## config.mk

```make
export PLATFORM = sky130hd
export DESIGN_NAME = hzd_ilk_fwd
export DESIGN_NICKNAME = d
export VERILOG_FILES = /design/src/rtl/hzd_pkg.sv /design/src/rtl/hzd_src_match.sv /design/src/rtl/hzd_struct_chk.sv /design/src/rtl/hzd_ilk_fwd.sv
export SDC_FILE = /design/constraint.sdc
export NUM_CORES = 1
export LEC_CHECK = 0
export ABC_AREA = 1
export CORE_MARGIN = 2
export CORE_UTILIZATION = 44
export DETAILED_ROUTE_END_ITERATION = 6
export GPL_TIMING_DRIVEN = 1
export PLACE_DENSITY = 0.78
export SLEW_MARGIN = 30
export SYNTH_ARGS = -nofsm -noshare
export SYNTH_HDL_FRONTEND = slang
export SYNTH_SLANG_ARGS = --single-unit
```

## constraint.sdc

```tcl
create_clock -name clk -period 1.87 [get_ports clk]
set_input_delay 0.374 -clock clk [delete_from_list [all_inputs] [get_ports clk]]
set_output_delay 0.374 -clock clk [all_outputs]
set_load 0.01 [all_outputs]
```

## src/rtl/hzd_pkg.sv

```systemverilog
package hzd_pkg;

    // Bypass source for one operand, as seen by the instruction in execute
    typedef enum logic [1:0] {
        FWD_RF  = 2'b00,   // register file value read in decode
        FWD_EX  = 2'b01,   // result of the instruction one ahead (now in memory)
        FWD_MEM = 2'b10    // result of the instruction two ahead (now in write)
    } fwd_sel_e;

endpackage

```

## src/rtl/hzd_src_match.sv

```systemverilog
module hzd_src_match
    import hzd_pkg::*;
#(
    parameter int RW = 4
) (
    input  logic          clk,
    input  logic          rst_n,
    input  logic          dec_valid,
    input  logic [RW-1:0] src,
    input  logic          src_use,
    input  logic          ex_v,
    input  logic          ex_we,
    input  logic          ex_ld,
    input  logic [RW-1:0] ex_rd,
    input  logic          mem_v,
    input  logic          mem_we,
    input  logic [RW-1:0] mem_rd,
    output fwd_sel_e      sel,
    output logic          ld_hit
);

    logic live;
    logic ex_hit;
    logic mem_hit;

    always_comb begin
        live    = dec_valid && src_use;
        ex_hit  = ex_v && ex_we && (ex_rd == src);
        mem_hit = mem_v && mem_we && (mem_rd == src);
        ld_hit  = live && ex_hit && ex_ld;
        if (!live)        sel = FWD_RF;
        else if (ex_hit)  sel = FWD_EX;
        else if (mem_hit) sel = FWD_MEM;
        else              sel = FWD_RF;
    end

    AST_YOUNGER_WINS: assert property (@(posedge clk) disable iff (!rst_n)
        (live && ex_v && ex_we && ex_rd == src && mem_v && mem_we && mem_rd == src)
        |-> (sel == FWD_EX));

    AST_NO_WE_NO_FWD: assert property (@(posedge clk) disable iff (!rst_n)
        (!(ex_v && ex_we) && !(mem_v && mem_we)) |-> (sel == FWD_RF));

endmodule

```

## src/rtl/hzd_struct_chk.sv

```systemverilog
module hzd_struct_chk (
    input  logic clk,
    input  logic rst_n,
    input  logic dec_valid,
    input  logic dec_is_load,
    input  logic dec_is_mul,
    input  logic lsu_multi_busy,
    input  logic mul_s1_busy,
    output logic struct_stall
);

    logic mul_wait;
    logic lsu_wait;

    always_comb begin
        mul_wait     = dec_valid && dec_is_mul && mul_s1_busy;
        lsu_wait     = dec_valid && dec_is_load && lsu_multi_busy;
        struct_stall = mul_wait || lsu_wait;
    end

    AST_MUL_HOLD: assert property (@(posedge clk) disable iff (!rst_n)
        (dec_valid && dec_is_mul && mul_s1_busy) |-> struct_stall);

    AST_LSU_HOLD: assert property (@(posedge clk) disable iff (!rst_n)
        (dec_valid && dec_is_load && lsu_multi_busy) |-> struct_stall);

endmodule

```

## src/rtl/hzd_ilk_fwd.sv

```systemverilog
module hzd_ilk_fwd
    import hzd_pkg::*;
#(
    parameter int RW   = 4,
    parameter int NSRC = 3
) (
    input  logic                       clk,
    input  logic                       rst_n,
    input  logic                       dec_valid,
    input  logic [NSRC-1:0][RW-1:0]    dec_src,
    input  logic [NSRC-1:0]            dec_src_use,
    input  logic [RW-1:0]              dec_dst,
    input  logic                       dec_dst_we,
    input  logic                       dec_is_load,
    input  logic                       dec_is_mul,
    input  logic                       lsu_multi_busy,
    input  logic                       mul_s1_busy,
    output logic                       hold_front,
    output logic                       bubble_ex,
    output logic [NSRC-1:0][1:0]       fwd_sel
);

    localparam int SELW = $bits(fwd_sel_e);

    typedef struct packed {
        logic          v;
        logic          we;
        logic          ld;
        logic [RW-1:0] rd;
    } slot_t;

    typedef struct packed {
        slot_t                     ex;
        slot_t                     mem;
        logic [NSRC-1:0][SELW-1:0] fwd;
    } state_t;

    state_t          st_d, st_q;
    logic [NSRC-1:0] ld_hit;
    fwd_sel_e        sel [NSRC];
    logic            struct_stall;
    logic            stall;
    logic            lu_any;

    for (genvar g = 0; g < NSRC; g++) begin : g_src
        hzd_src_match #(.RW(RW)) u_match (
            .clk       (clk),
            .rst_n     (rst_n),
            .dec_valid (dec_valid),
            .src       (dec_src[g]),
            .src_use   (dec_src_use[g]),
            .ex_v      (st_q.ex.v),
            .ex_we     (st_q.ex.we),
            .ex_ld     (st_q.ex.ld),
            .ex_rd     (st_q.ex.rd),
            .mem_v     (st_q.mem.v),
            .mem_we    (st_q.mem.we),
            .mem_rd    (st_q.mem.rd),
            .sel       (sel[g]),
            .ld_hit    (ld_hit[g])
        );
    end

    hzd_struct_chk u_struct (
        .clk            (clk),
        .rst_n          (rst_n),
        .dec_valid      (dec_valid),
        .dec_is_load    (dec_is_load),
        .dec_is_mul     (dec_is_mul),
        .lsu_multi_busy (lsu_multi_busy),
        .mul_s1_busy    (mul_s1_busy),
        .struct_stall   (struct_stall)
    );

    assign lu_any = |ld_hit;
    assign stall  = lu_any | struct_stall;

    always_comb begin
        st_d     = st_q;
        st_d.mem = st_q.ex;
        if (stall || !dec_valid) begin
            st_d.ex = '0;
        end else begin
            st_d.ex.v  = 1'b1;
            st_d.ex.we = dec_dst_we;
            st_d.ex.ld = dec_is_load;
            st_d.ex.rd = dec_dst;
        end
        for (int i = 0; i < NSRC; i++) begin
            st_d.fwd[i] = stall ? FWD_RF : sel[i];
        end
    end

    always_ff @(posedge clk) begin
        if (!rst_n) st_q <= '0;
        else        st_q <= st_d;
    end

    assign hold_front = stall;
    assign bubble_ex  = stall;
    assign fwd_sel    = st_q.fwd;

    AST_LU_SINGLE: assert property (@(posedge clk) disable iff (!rst_n)
        $past(lu_any) |-> !lu_any);

    AST_BUBBLE_NO_FWD: assert property (@(posedge clk) disable iff (!rst_n)
        $past(stall) |-> (fwd_sel == '0));

    AST_IDLE_NO_STALL: assert property (@(posedge clk) disable iff (!rst_n)
        !dec_valid |-> !hold_front);

    for (genvar g = 0; g < NSRC; g++) begin : g_chk
        AST_SEL_LEGAL: assert property (@(posedge clk) disable iff (!rst_n)
            fwd_sel[g] != 2'b11);
    end

endmodule

```

==> summary.txt, run 1 <==
Run status
  – Status: complete, no violations

Synthesis
  – Synth Cell Area: 1010 sq um
  – Share of the synthesized area in the top cell type: 37.6%
  – Synth warn: 0
  – Mapped Nets: 189
  – Seq cells post-synth: 19
  – Syn avg cell area: 6.24 sq um
  – Seq/Total Area, Yosys: 37.6%
  – Yosys cell types: 19
  – Synth top area cells: dfxtp_1 (38%), nand2_1 (16%), inv_1 (13%)
  – Cell accounting for the most synthesized area: dfxtp_1
  – Post-Synthesis Cells: 162

Critical path
  – CP Max Fanout: 5
  – CP Capture Type: output pin
  – CP Launch Type: register
  – Reg2reg setup slack: 0.30 ns
  – Slowest stage delay, CP: 0.39 ns
  – Worst R2R Start: st_d[8]$_SDFF_PP0_
  – CP Class: register to output pin
  – Worst path slowest cell: dfxtp_4
  – Worst Path Required: ~1.5 ns
  – RR Endpoint: fwd_sel[3]$_SDFF_PP0_
  – R2R cell count: 12
  – Critical path, cell by cell: inv_2 > nand2_1 > nand2_1 > nor2_1 > nand4_1 > nand3_1 > nand2_2 > nand2_2 > buf_6
  – Crit path DAT: between 1 and 1.5 ns

Final layout
  – Fillcell total: 191
  – Most common cell after layout, fill and taps aside: nand2_1
  – Final Non-Filler Cells: 255
  – Share of layout cells above drive strength 1: 26.0%
  – # diodes: 0
  – Most frequent cells in the layout: nand2_1 (40), inv_1 (31), buf_4 (28), nor2_1 (20), clkdlybuf4s50_1 (19)
  – Synthesis-to-finish area growth: 63.5%
  – Layout net count: 255
  – Final Util: 75.4%

Detailed routing
  – DR pass1 iterations: 4
  – Initial DRC count: 27
  – Drt wl/cell: 11.5 microns
  – DRC: 0
  – Total Wirelength: 2.94 mm
  – Vias per cell: 4.74
  – Final ANT Viol Nets: 0
  – Routed via count: 1209

Worst hold path
  – Hold Startpoint: st_d[11]$_SDFF_PP0_
  – Worst Hold Path EP: st_q[11]$_SDFF_PN0_
  – WHS Path Cells: 2
  – Hold Crit Class: register to register

Floorplanning
  – Die area: 2700 sq um
  – Row cnt: 17
  – Chip Width: approximately 52 microns
  – Core Area: 2190 sq um
  – Starting Density: 46.1%
  – Die H: ~52 microns
  – Ports: 35

GRT
  – Vias in the first global route: roughly 1200
  – Largest net degree at the start of global routing: 12
  – Antenna violations before repair: 0
  – Global Route Usage Sum: between 20% and 30%
  – First-pass GRT wire length: ~4.7 mm
  – GR Overflow Total: 0

STA
  – Final WS setup: 0.0322 ns
  – Max-slew violation count: 0
  – Measured slew at the worst slew-check pin: 0.260 ns
  – Setup TNS: 0 ns
  – Hold Fails Final Rpt: 0
  – Rel. slew slack: 82.6%
  – Clk_skew: 0.00603 ns
  – Max Clk Rate: 0.544 GHz
  – Post-layout minimum cycle time: 1.84 ns
  – Setup violators final: 0
  – RSZ-0062 raised after global routing: yes
  – Tcrit/Tclk final: 98.3%

Pwr
  – Power per Cell Area: 494 nW/um^2
  – Total power: 0.816 mW
  – Sw frac: 27.3%
  – Clock power frac: 25.7%
  – Int Power: 0.593 mW
  – Worst VDD drop: 0.000511 V
  – Static Leak: around 0.89 nW
  – Combinational power share: a little under a quarter
  – Switching Power: 0.223 mW
  – Reg power frac: 51.7%

CTS
  – Num CTS Buffers: 3
  – CTS tree: built
  – Max clock buf depth: 2
  – Worst skew pair latency: 0.30 ns
  – Clock-pin slew on the worst setup and hold paths: 0.11 ns
  – Clock sink count: 19
  – Root buffer cell: clkbuf_4
  – H-tree depth: 1

Place
  – Dpl ws: -0.595 ns
  – RD Place Congestion: 0.844
  – Placed Cells incl. Taps: 239
  – Detailed placement HPWL: 2.13 mm
  – Buffers added on ports: 34

Flow run
  – Max-Cap Viols: 0
==> synthesized netlist by cell type <==
master and number:
nand2_1 43, o22ai_1 4, clkbuf_1 1, nand4_1 6
a211oi_1 1, xnor2_1 3, o21ai_2 1, nand3_4 1
buf_4 1, nor3_1 2, a21oi_1 3, inv_1 35
a22o_1 1, inv_2 3, nand2_2 1, o21ai_0 4
dfxtp_1 19, nand3_1 7, nor2_1 26
==> kinds of logic after synthesis <==
group	share of synthesized area (%)
AOI/OAI and AO/OA	8.42
and+or+nand+nor	36.1
buffers and inverters	15.2
xor gates and xnor gates	2.60
DFF	37.6
==> critical path: cells and delay by family, from the launching register on <==
kind / cells / cell delay (ns)
buffers and inverters: 2 / 0.15
DFF: 1 / 0.39
and+or+nand+nor: 7 / 0.62
==> power groups by stage <==
stage | Sequential, mW | Clock [mW] | Combinational, mW
detailed placement | 0.432 | 0 | 0.177
global route | 0.424 | 0.231 | 0.202
global placement | 0.432 | 0 | 0.173
CTS | 0.423 | 0.211 | 0.175
floorplan | 0.430 | 0 | 0.0701
finish | 0.422 | 0.210 | 0.184
==> stage by stage <==
stage | hold slack [ns] | area [sq um]
floorplan | 0.413 | 1010
global placement | 0.418 | 1500
detailed placement | 0.433 | 1500
CTS | 0.451 | 1600
global route | 0.454 | 1650
finish | 0.451 | 1650
==> layout make-up <==
type,count,area [sq um],area share [%]
Clock inverter,1,5.00,0.303
Multi-Input combinational cell,103,504,30.5
Sequential cell,19,392,23.7
Timing Repair Buffer,63,552,33.4
Inverter,38,143,8.63
Clock buffer,3,22.5,1.36
Tap cell,28,35.0,2.12
==> registers in the layout, summed over array words and instances, names as in the netlist <==
register / count
fwd_sel: 6
st_q: 6
st_d: 7
==> routing by layer <==
metal / global-route usage (%) / vias up / share of wire [%]
met1: 27.3 / 547 / 43
li1: - / 622 / -
met2: 41.1 / 32 / 51
met4: 9.65 / 0 / 2.6
met3: 4.31 / 8 / 4.2
met5: 0 / - / 0
==> worst max path at each step <==
stage,from,endpoint,slack (ns),depth (start not counted)
floorplan,dec_src[7],hold_front,0.33,8
global placement,dec_src[9],hold_front,-0.58,10
detailed placement,dec_src[9],hold_front,-0.59,10
CTS,st_d[8]$_SDFF_PP0_,hold_front,0.001,9
global route,st_d[12]$_SDFF_PN0_,hold_front,-0.05,9
finish,st_d[8]$_SDFF_PP0_,hold_front,0.03,9
==> what timing repair did <==
action                     CTS  global route
buffers inserted             9             3
hold buffers                 0             0
pin swaps                    9            11
setup endpoints to repair    2             2
gates resized for setup     32            15
(Power assumes the default switching activity.)
==> run 2: changes to the inputs <==
--- a/config.mk
+++ b/config.mk
@@ -7,10 +7,11 @@
 export LEC_CHECK = 0
 export ABC_AREA = 1
 export CORE_MARGIN = 2
-export CORE_UTILIZATION = 44
+export CORE_UTILIZATION = 60
 export DETAILED_ROUTE_END_ITERATION = 6
+export DONT_BUFFER_PORTS = 1
 export GPL_TIMING_DRIVEN = 1
-export PLACE_DENSITY = 0.78
+export PLACE_DENSITY = 0.76
 export SLEW_MARGIN = 30
 export SYNTH_ARGS = -nofsm -noshare
 export SYNTH_HDL_FRONTEND = slang
==> run 2 against run 1 <==
Effect of this change:
- core utilization down 5.2 points
- clock-buffer cell count up 1
- clock power about the same
- critical path type unchanged
- largest cell class is now multi-input combinational cells
- largest power group unchanged
==> summary.txt, run 2 (same netlist as run 1, synthesis figures left out) <==
Final layout
  – # diodes: 0
  – Synthesis-to-finish area growth: 7.18%
  – Most frequent cells in the layout: nand2_1 (42), inv_1 (34), nor2_1 (24), dfxtp_1 (13)
  – Share of layout cells above drive strength 1: between 10% and 20%
  – Final Util: 70.3%
  – Layout net count: 193
  – Largest register FFs: 7
  – Most common cell after layout, fill and taps aside: nand2_1

Floorplanning
  – Die area: 2030 sq um
  – Starting Density: 65.6%
  – Row cnt: 14
  – Chip Width: approximately 45 microns
  – Ports: 35
  – Core Area: 1540 sq um
  – Die H: 45.1 microns

STA
  – Clk_skew: 0.00134 ns
  – Measured slew at the worst slew-check pin: 0.330 ns
  – Post-layout minimum cycle time: 1.82 ns
  – Rel. slew slack: 78.0%
  – Setup violators final: 0
  – Tcrit/Tclk final: between 90% and 100%
  – Hold Fails Final Rpt: 0
  – Max Clk Rate: roughly 0.55 GHz
  – Max-slew violation count: 0
  – Final WS setup: 0.0471 ns

CTS
  – Worst skew pair latency: 0.30 ns
  – H-tree depth: 1
  – Num CTS Buffers: 3
  – CTS Hold Buffers Added: 0
  – Root buffer cell: clkbuf_4
  – Max clock buf depth: 2
  – Clock-pin slew on the worst setup and hold paths: 0.10 ns
  – Clock sink count: 19
  – CTS tree: built

Detailed routing
  – Initial DRC count: 59
  – Total Wirelength: 2.35 mm
  – Routed via count: just under 1000
  – DRC: 0
  – DR pass1 iterations: 4
  – Final ANT Viol Nets: 0
  – Drt wl/cell: 13.0 microns
  – Vias per cell: 5.48

Place
  – RD Place Congestion: roughly 0.92
  – Detailed placement HPWL: 1.73 mm
  – Dpl ws: 0.267 ns
  – Buffers added on ports: 0

GRT
  – First-pass GRT wire length: between 3 and 4 mm
  – Antenna violations before repair: 0
  – Vias in the first global route: 836
  – GR Overflow Total: 0
  – Global Route Usage Sum: 22.9%
  – Largest net degree at the start of global routing: 11

Pwr
  – Static Leak: 0.607 nW
  – Combinational power share: 11.9%
  – Reg power frac: just under 60%
  – Power per Cell Area: 663 nW/um^2
  – Worst VDD drop: 0.000638 V
  – Int Power: 0.531 mW
  – Switching Power: ~0.19 mW
  – Clock power frac: 29.0%
  – Sw frac: a little over a quarter

Worst hold path
  – Hold Crit Class: primary input to register

Critical path
  – Crit path DAT: around 1.5 ns
  – CP dominant cell by count: nand2_4
  – CP Class: register to output pin
  – CP Max Fanout: 3
  – CP Capture Type: output pin
  – Worst Path Required: roughly 1.5 ns
  – CP Launch Type: register
  – Worst path slowest cell: dfxtp_2
  – Critical path, cell by cell: nand2_1 > inv_2 > o21ai_0 > nor2_1 > nand4_1 > nand3_2 > nand2_4 > nand2_4
  – Slowest stage delay, CP: 0.34 ns

Flow run
  – Max-Cap Viols: 0

Run status
  – Status: complete, no violations
## run 2: cell type report
type | count | area [sq um]
tap | 16 | 20.0
fill | 137 | 458
clock buffer | 4 | 26.3
multi-input combinational | 103 | 499
inverter | 38 | 143
timing repair buffer | 1 | 7.51
sequential | 19 | 388
## run 2: metrics by stage
| stage | setup TNS, ns | instance area, sq um | std cells | power (mW) | hold slack, ns |
|---|---|---|---|---|---|
| finish | 0 | 1080 | 181 | 0.719 | 0.163 |
| floorplan | 0 | 1010 | 162 | 0.500 | 0.413 |
| global placement | 0 | 1020 | 176 | 0.509 | 0.416 |
| detailed placement | 0 | 1020 | 176 | 0.511 | 0.426 |
| global route | -0.0917 | 1080 | 181 | 0.749 | 0.150 |
| CTS | 0 | 1050 | 180 | 0.714 | 0.163 |
## run 2: what timing repair did
item                                    CTS  global route
cloned                                    0             0
endpoints found under the setup margin    2             2
pin swaps                                 0             4
setup buffers                             0             1
resized for setup                         3            10
## run 2: power by group through the flow
stage | combinational (mW) | clock [mW] | sequential, mW
2_1_floorplan | 0.0701 | 0 | 0.430
3_3_place_gp | 0.0776 | 0 | 0.432
3_5_place_dp | 0.0790 | 0 | 0.432
4_1_cts | 0.0809 | 0.210 | 0.423
5_1_grt | 0.0958 | 0.227 | 0.426
6_report | 0.0855 | 0.209 | 0.425
## run 2: critical path: cells and delay by family (launching register included)
family                 cells  cell delay [ns]
flip-flops                 1             0.34
buffers and inverters      1             0.06
AND/OR/NAND/NOR            6             0.66
AO/OA/AOI/OAI              1             0.08
## run 2: final timing paths
path / startpoint / endpoint / slack, ns / depth (start not counted)
setup / recovery: st_d[11]$_SDFF_PP0_ / bubble_ex / 0.05 / 8
hold / removal: dec_dst[3] / st_d[9]$_SDFF_PP0_ / 0.16 / 2
setup reg to reg: st_d[11]$_SDFF_PP0_ / st_d[12]$_SDFF_PN0_ / 0.41 / 10
hold reg to reg: st_d[12]$_SDFF_PN0_ / st_q[12]$_SDFF_PN0_ / 0.44 / 2
## run 2: layer usage
layer	track usage [%]	share of wire, %
met2	35.1	47
met5	0	0
met3	6.00	9.2
met1	28.6	40
met4	14.1	2.9
==> run 3: changes to the inputs <==
--- a/config.mk
+++ b/config.mk
@@ -6,10 +6,11 @@
 export NUM_CORES = 1
 export LEC_CHECK = 0
 export ABC_AREA = 1
-export CORE_MARGIN = 2
+export CORE_MARGIN = 5
 export CORE_UTILIZATION = 60
 export DETAILED_ROUTE_END_ITERATION = 6
 export DONT_BUFFER_PORTS = 1
+export GPL_ROUTABILITY_DRIVEN = 0
 export GPL_TIMING_DRIVEN = 1
 export PLACE_DENSITY = 0.76
 export SLEW_MARGIN = 30
==> run 3 against run 2 <==
Effect of this change:
- die area up 28%
- core utilization grew 0.25 points
- setup slack improved by 0.024 ns
- first-iteration DRC count down 34%
- critical path depth stayed put
- via count increased by 0.60%
- sequential power hardly changed
- routed wire length is 2.5% lower
- flip-flop and latch count is the same
- critical path type unchanged
- largest power group unchanged
==> summary.txt, run 3 (same netlist as run 1, synthesis figures left out) <==
Flow run
  – Max-Cap Viols: 0

Critical path
  – CP Launch Type: register
  – Crit path DAT: 1.42 ns
  – Crit path capture: bubble_ex
  – R2R cell count: 10
  – Worst R2R Start: st_d[6]$_SDFF_PP0_
  – RR Endpoint: st_d[7]$_SDFF_PP0_
  – CP Class: register to output pin
  – Worst Path Required: approximately 1.5 ns
  – CP Max Fanout: 4
  – Reg2reg setup slack: between 0.4 and 0.5 ns
  – Crit. Startpoint: st_d[6]$_SDFF_PP0_
  – CP Capture Type: output pin

STA
  – Max-slew violation count: 0
  – Final hold slack: 0.163 ns
  – Max Clk Rate: around 0.56 GHz
  – Clk_skew: 0.00236 ns
  – Rel. slew slack: 82.3%
  – Final WS setup: about 0.07 ns
  – Hold Fails Final Rpt: 0
  – Tcrit/Tclk final: 96.2%
  – Measured slew at the worst slew-check pin: 0.264 ns
  – Setup violators final: 0
  – Post-layout minimum cycle time: 1.80 ns
  – Setup TNS: 0 ns

Floorplanning
  – Starting Density: about two thirds
  – Row cnt: 14
  – Chip Width: slightly above 50 microns
  – Ports: 35
  – Core Area: 1560 sq um
  – Die area: about 2600 sq um
  – Die H: 51.1 microns

CTS
  – CTS tree: built
  – H-tree depth: 1
  – Worst skew pair latency: 0.30 ns
  – Clock sink count: 19
  – Root buffer cell: clkbuf_4
  – Clock-pin slew on the worst setup and hold paths: 0.10 ns
  – Max clock buf depth: 2
  – Num CTS Buffers: 3

Detailed routing
  – Met2 WL: about 1.1 mm
  – Initial DRC count: 39
  – Routed length on met3: slightly above 200 microns
  – DR pass1 iterations: 4
  – DRC: 0
  – Drt wl/cell: about 12 microns
  – Vias per cell: 5.45
  – Highest routed metal layer: met4
  – Metal-1 WL: 932 microns
  – Total Wirelength: 2.29 mm
  – Routed via count: around 1000
  – Final ANT Viol Nets: 0

Pwr
  – Sw frac: 26.0%
  – Total power: around 0.7 mW
  – Int Power: 0.527 mW
  – Worst VDD drop: approximately 0.00062 V
  – Switching Power: 0.185 mW
  – Power per Cell Area: 648 nW/um^2
  – Static Leak: 0.618 nW
  – Combinational power share: approximately an eighth
  – Reg power frac: 59.6%
  – Clock power frac: about 29%

Final layout
  – # diodes: 0
  – Final Cell Area: ~1100 sq um
  – Synthesis-to-finish area growth: 8.79%
  – Layout net count: 195
  – Share of layout cells above drive strength 1: 14.4%
  – Most frequent cells in the layout: nand2_1 (42), inv_1 (34), nor2_1 (24), dfxtp_1 (13)
  – Final Non-Filler Cells: 183
  – Most common cell after layout, fill and taps aside: nand2_1
  – Largest register FFs: 7
  – Final Util: 70.5%
  – Fillcell total: 143

GRT
  – GR Overflow Total: 0
  – Antenna violations before repair: 0
  – Vias in the first global route: approximately 900
  – Global Route Usage Sum: 17.7%
  – Largest net degree at the start of global routing: 12
  – First-pass GRT wire length: 3.54 mm

Place
  – Buffers added on ports: 0
  – Placed Cells incl. Taps: around 180
  – Placed inst area: around 1000 sq um
  – Detailed placement HPWL: 1.79 mm
  – Dpl ws: 0.266 ns

Run status
  – Status: complete, no violations

Worst hold path
  – Hold Crit Class: primary input to register
==> run 3: cell types whose count changed in the layout (fill, tap and decap cells not counted), sizes merged <==
cell,previous run,this run
clkinv,0,1
clkbuf,4,3
buf,1,3
==> run 3: area by class of cell <==
| class | instances | area, sq um | share of cell area, % |
|---|---|---|---|
| clock buffers | 3 | 22.5 | 2.05 |
| clock inverters | 1 | 5.00 | 0.455 |
| inverters | 38 | 143 | 13.0 |
| multi-input cells | 103 | 499 | 45.4 |
| flip-flops and latches | 19 | 388 | 35.3 |
| well taps | 16 | 20.0 | 1.82 |
| repair buffers | 3 | 22.5 | 2.05 |
==> run 3: worst min-delay path by stage <==
| stage | start | end | slack (ns) | cells past startpoint |
|---|---|---|---|---|
| after global routing | dec_dst[0] | st_d[6]$_SDFF_PP0_ | 0.15 | 2 |
| after CTS | rst_n | st_q[11]$_SDFF_PN0_ | 0.15 | 2 |
| final | rst_n | st_q[11]$_SDFF_PN0_ | 0.16 | 2 |
| after floorplan | st_d[12]$_SDFF_PN0_ | st_q[12]$_SDFF_PN0_ | 0.41 | 2 |
| after global placement | st_d[12]$_SDFF_PN0_ | st_q[12]$_SDFF_PN0_ | 0.42 | 2 |
| after detailed placement | st_d[11]$_SDFF_PP0_ | st_q[11]$_SDFF_PN0_ | 0.42 | 2 |
==> run 3: power groups by stage <==
stage / Sequential (mW) / Clock, mW / Combinational (mW)
6_report: 0.424 / 0.204 / 0.0844
5_1_grt: 0.426 / 0.224 / 0.0973
4_1_cts: 0.423 / 0.209 / 0.0801
3_5_place_dp: 0.432 / 0 / 0.0792
3_3_place_gp: 0.432 / 0 / 0.0771
2_1_floorplan: 0.430 / 0 / 0.0701
==> run 3: repair_timing <==
item,4_1_cts,5_1_grt
pin swaps,0,3
hold buffers,0,0
endpoints found under the setup margin,2,2
setup buffers,0,3
resized for setup,3,11
==> run 3: critical path, cell delays in order (launching register included) <==
cell and delay (ns):
dfxtp_2 0.36, inv_1 0.08, nand2_1 0.06, nand2_1 0.06
nor2_2 0.14, nand4_1 0.14, nand3_2 0.12, nand2_4 0.07
nand2_4 0.09
==> run 3: metal layers <==
| metal | vias to the layer above | global-route usage, % |
|---|---|---|
| li1 | 499 | - |
| met1 | 441 | 20.7 |
| met2 | 50 | 30.5 |
| met3 | 8 | 5.81 |
| met4 | 0 | 5.38 |
| met5 | - | 0 |
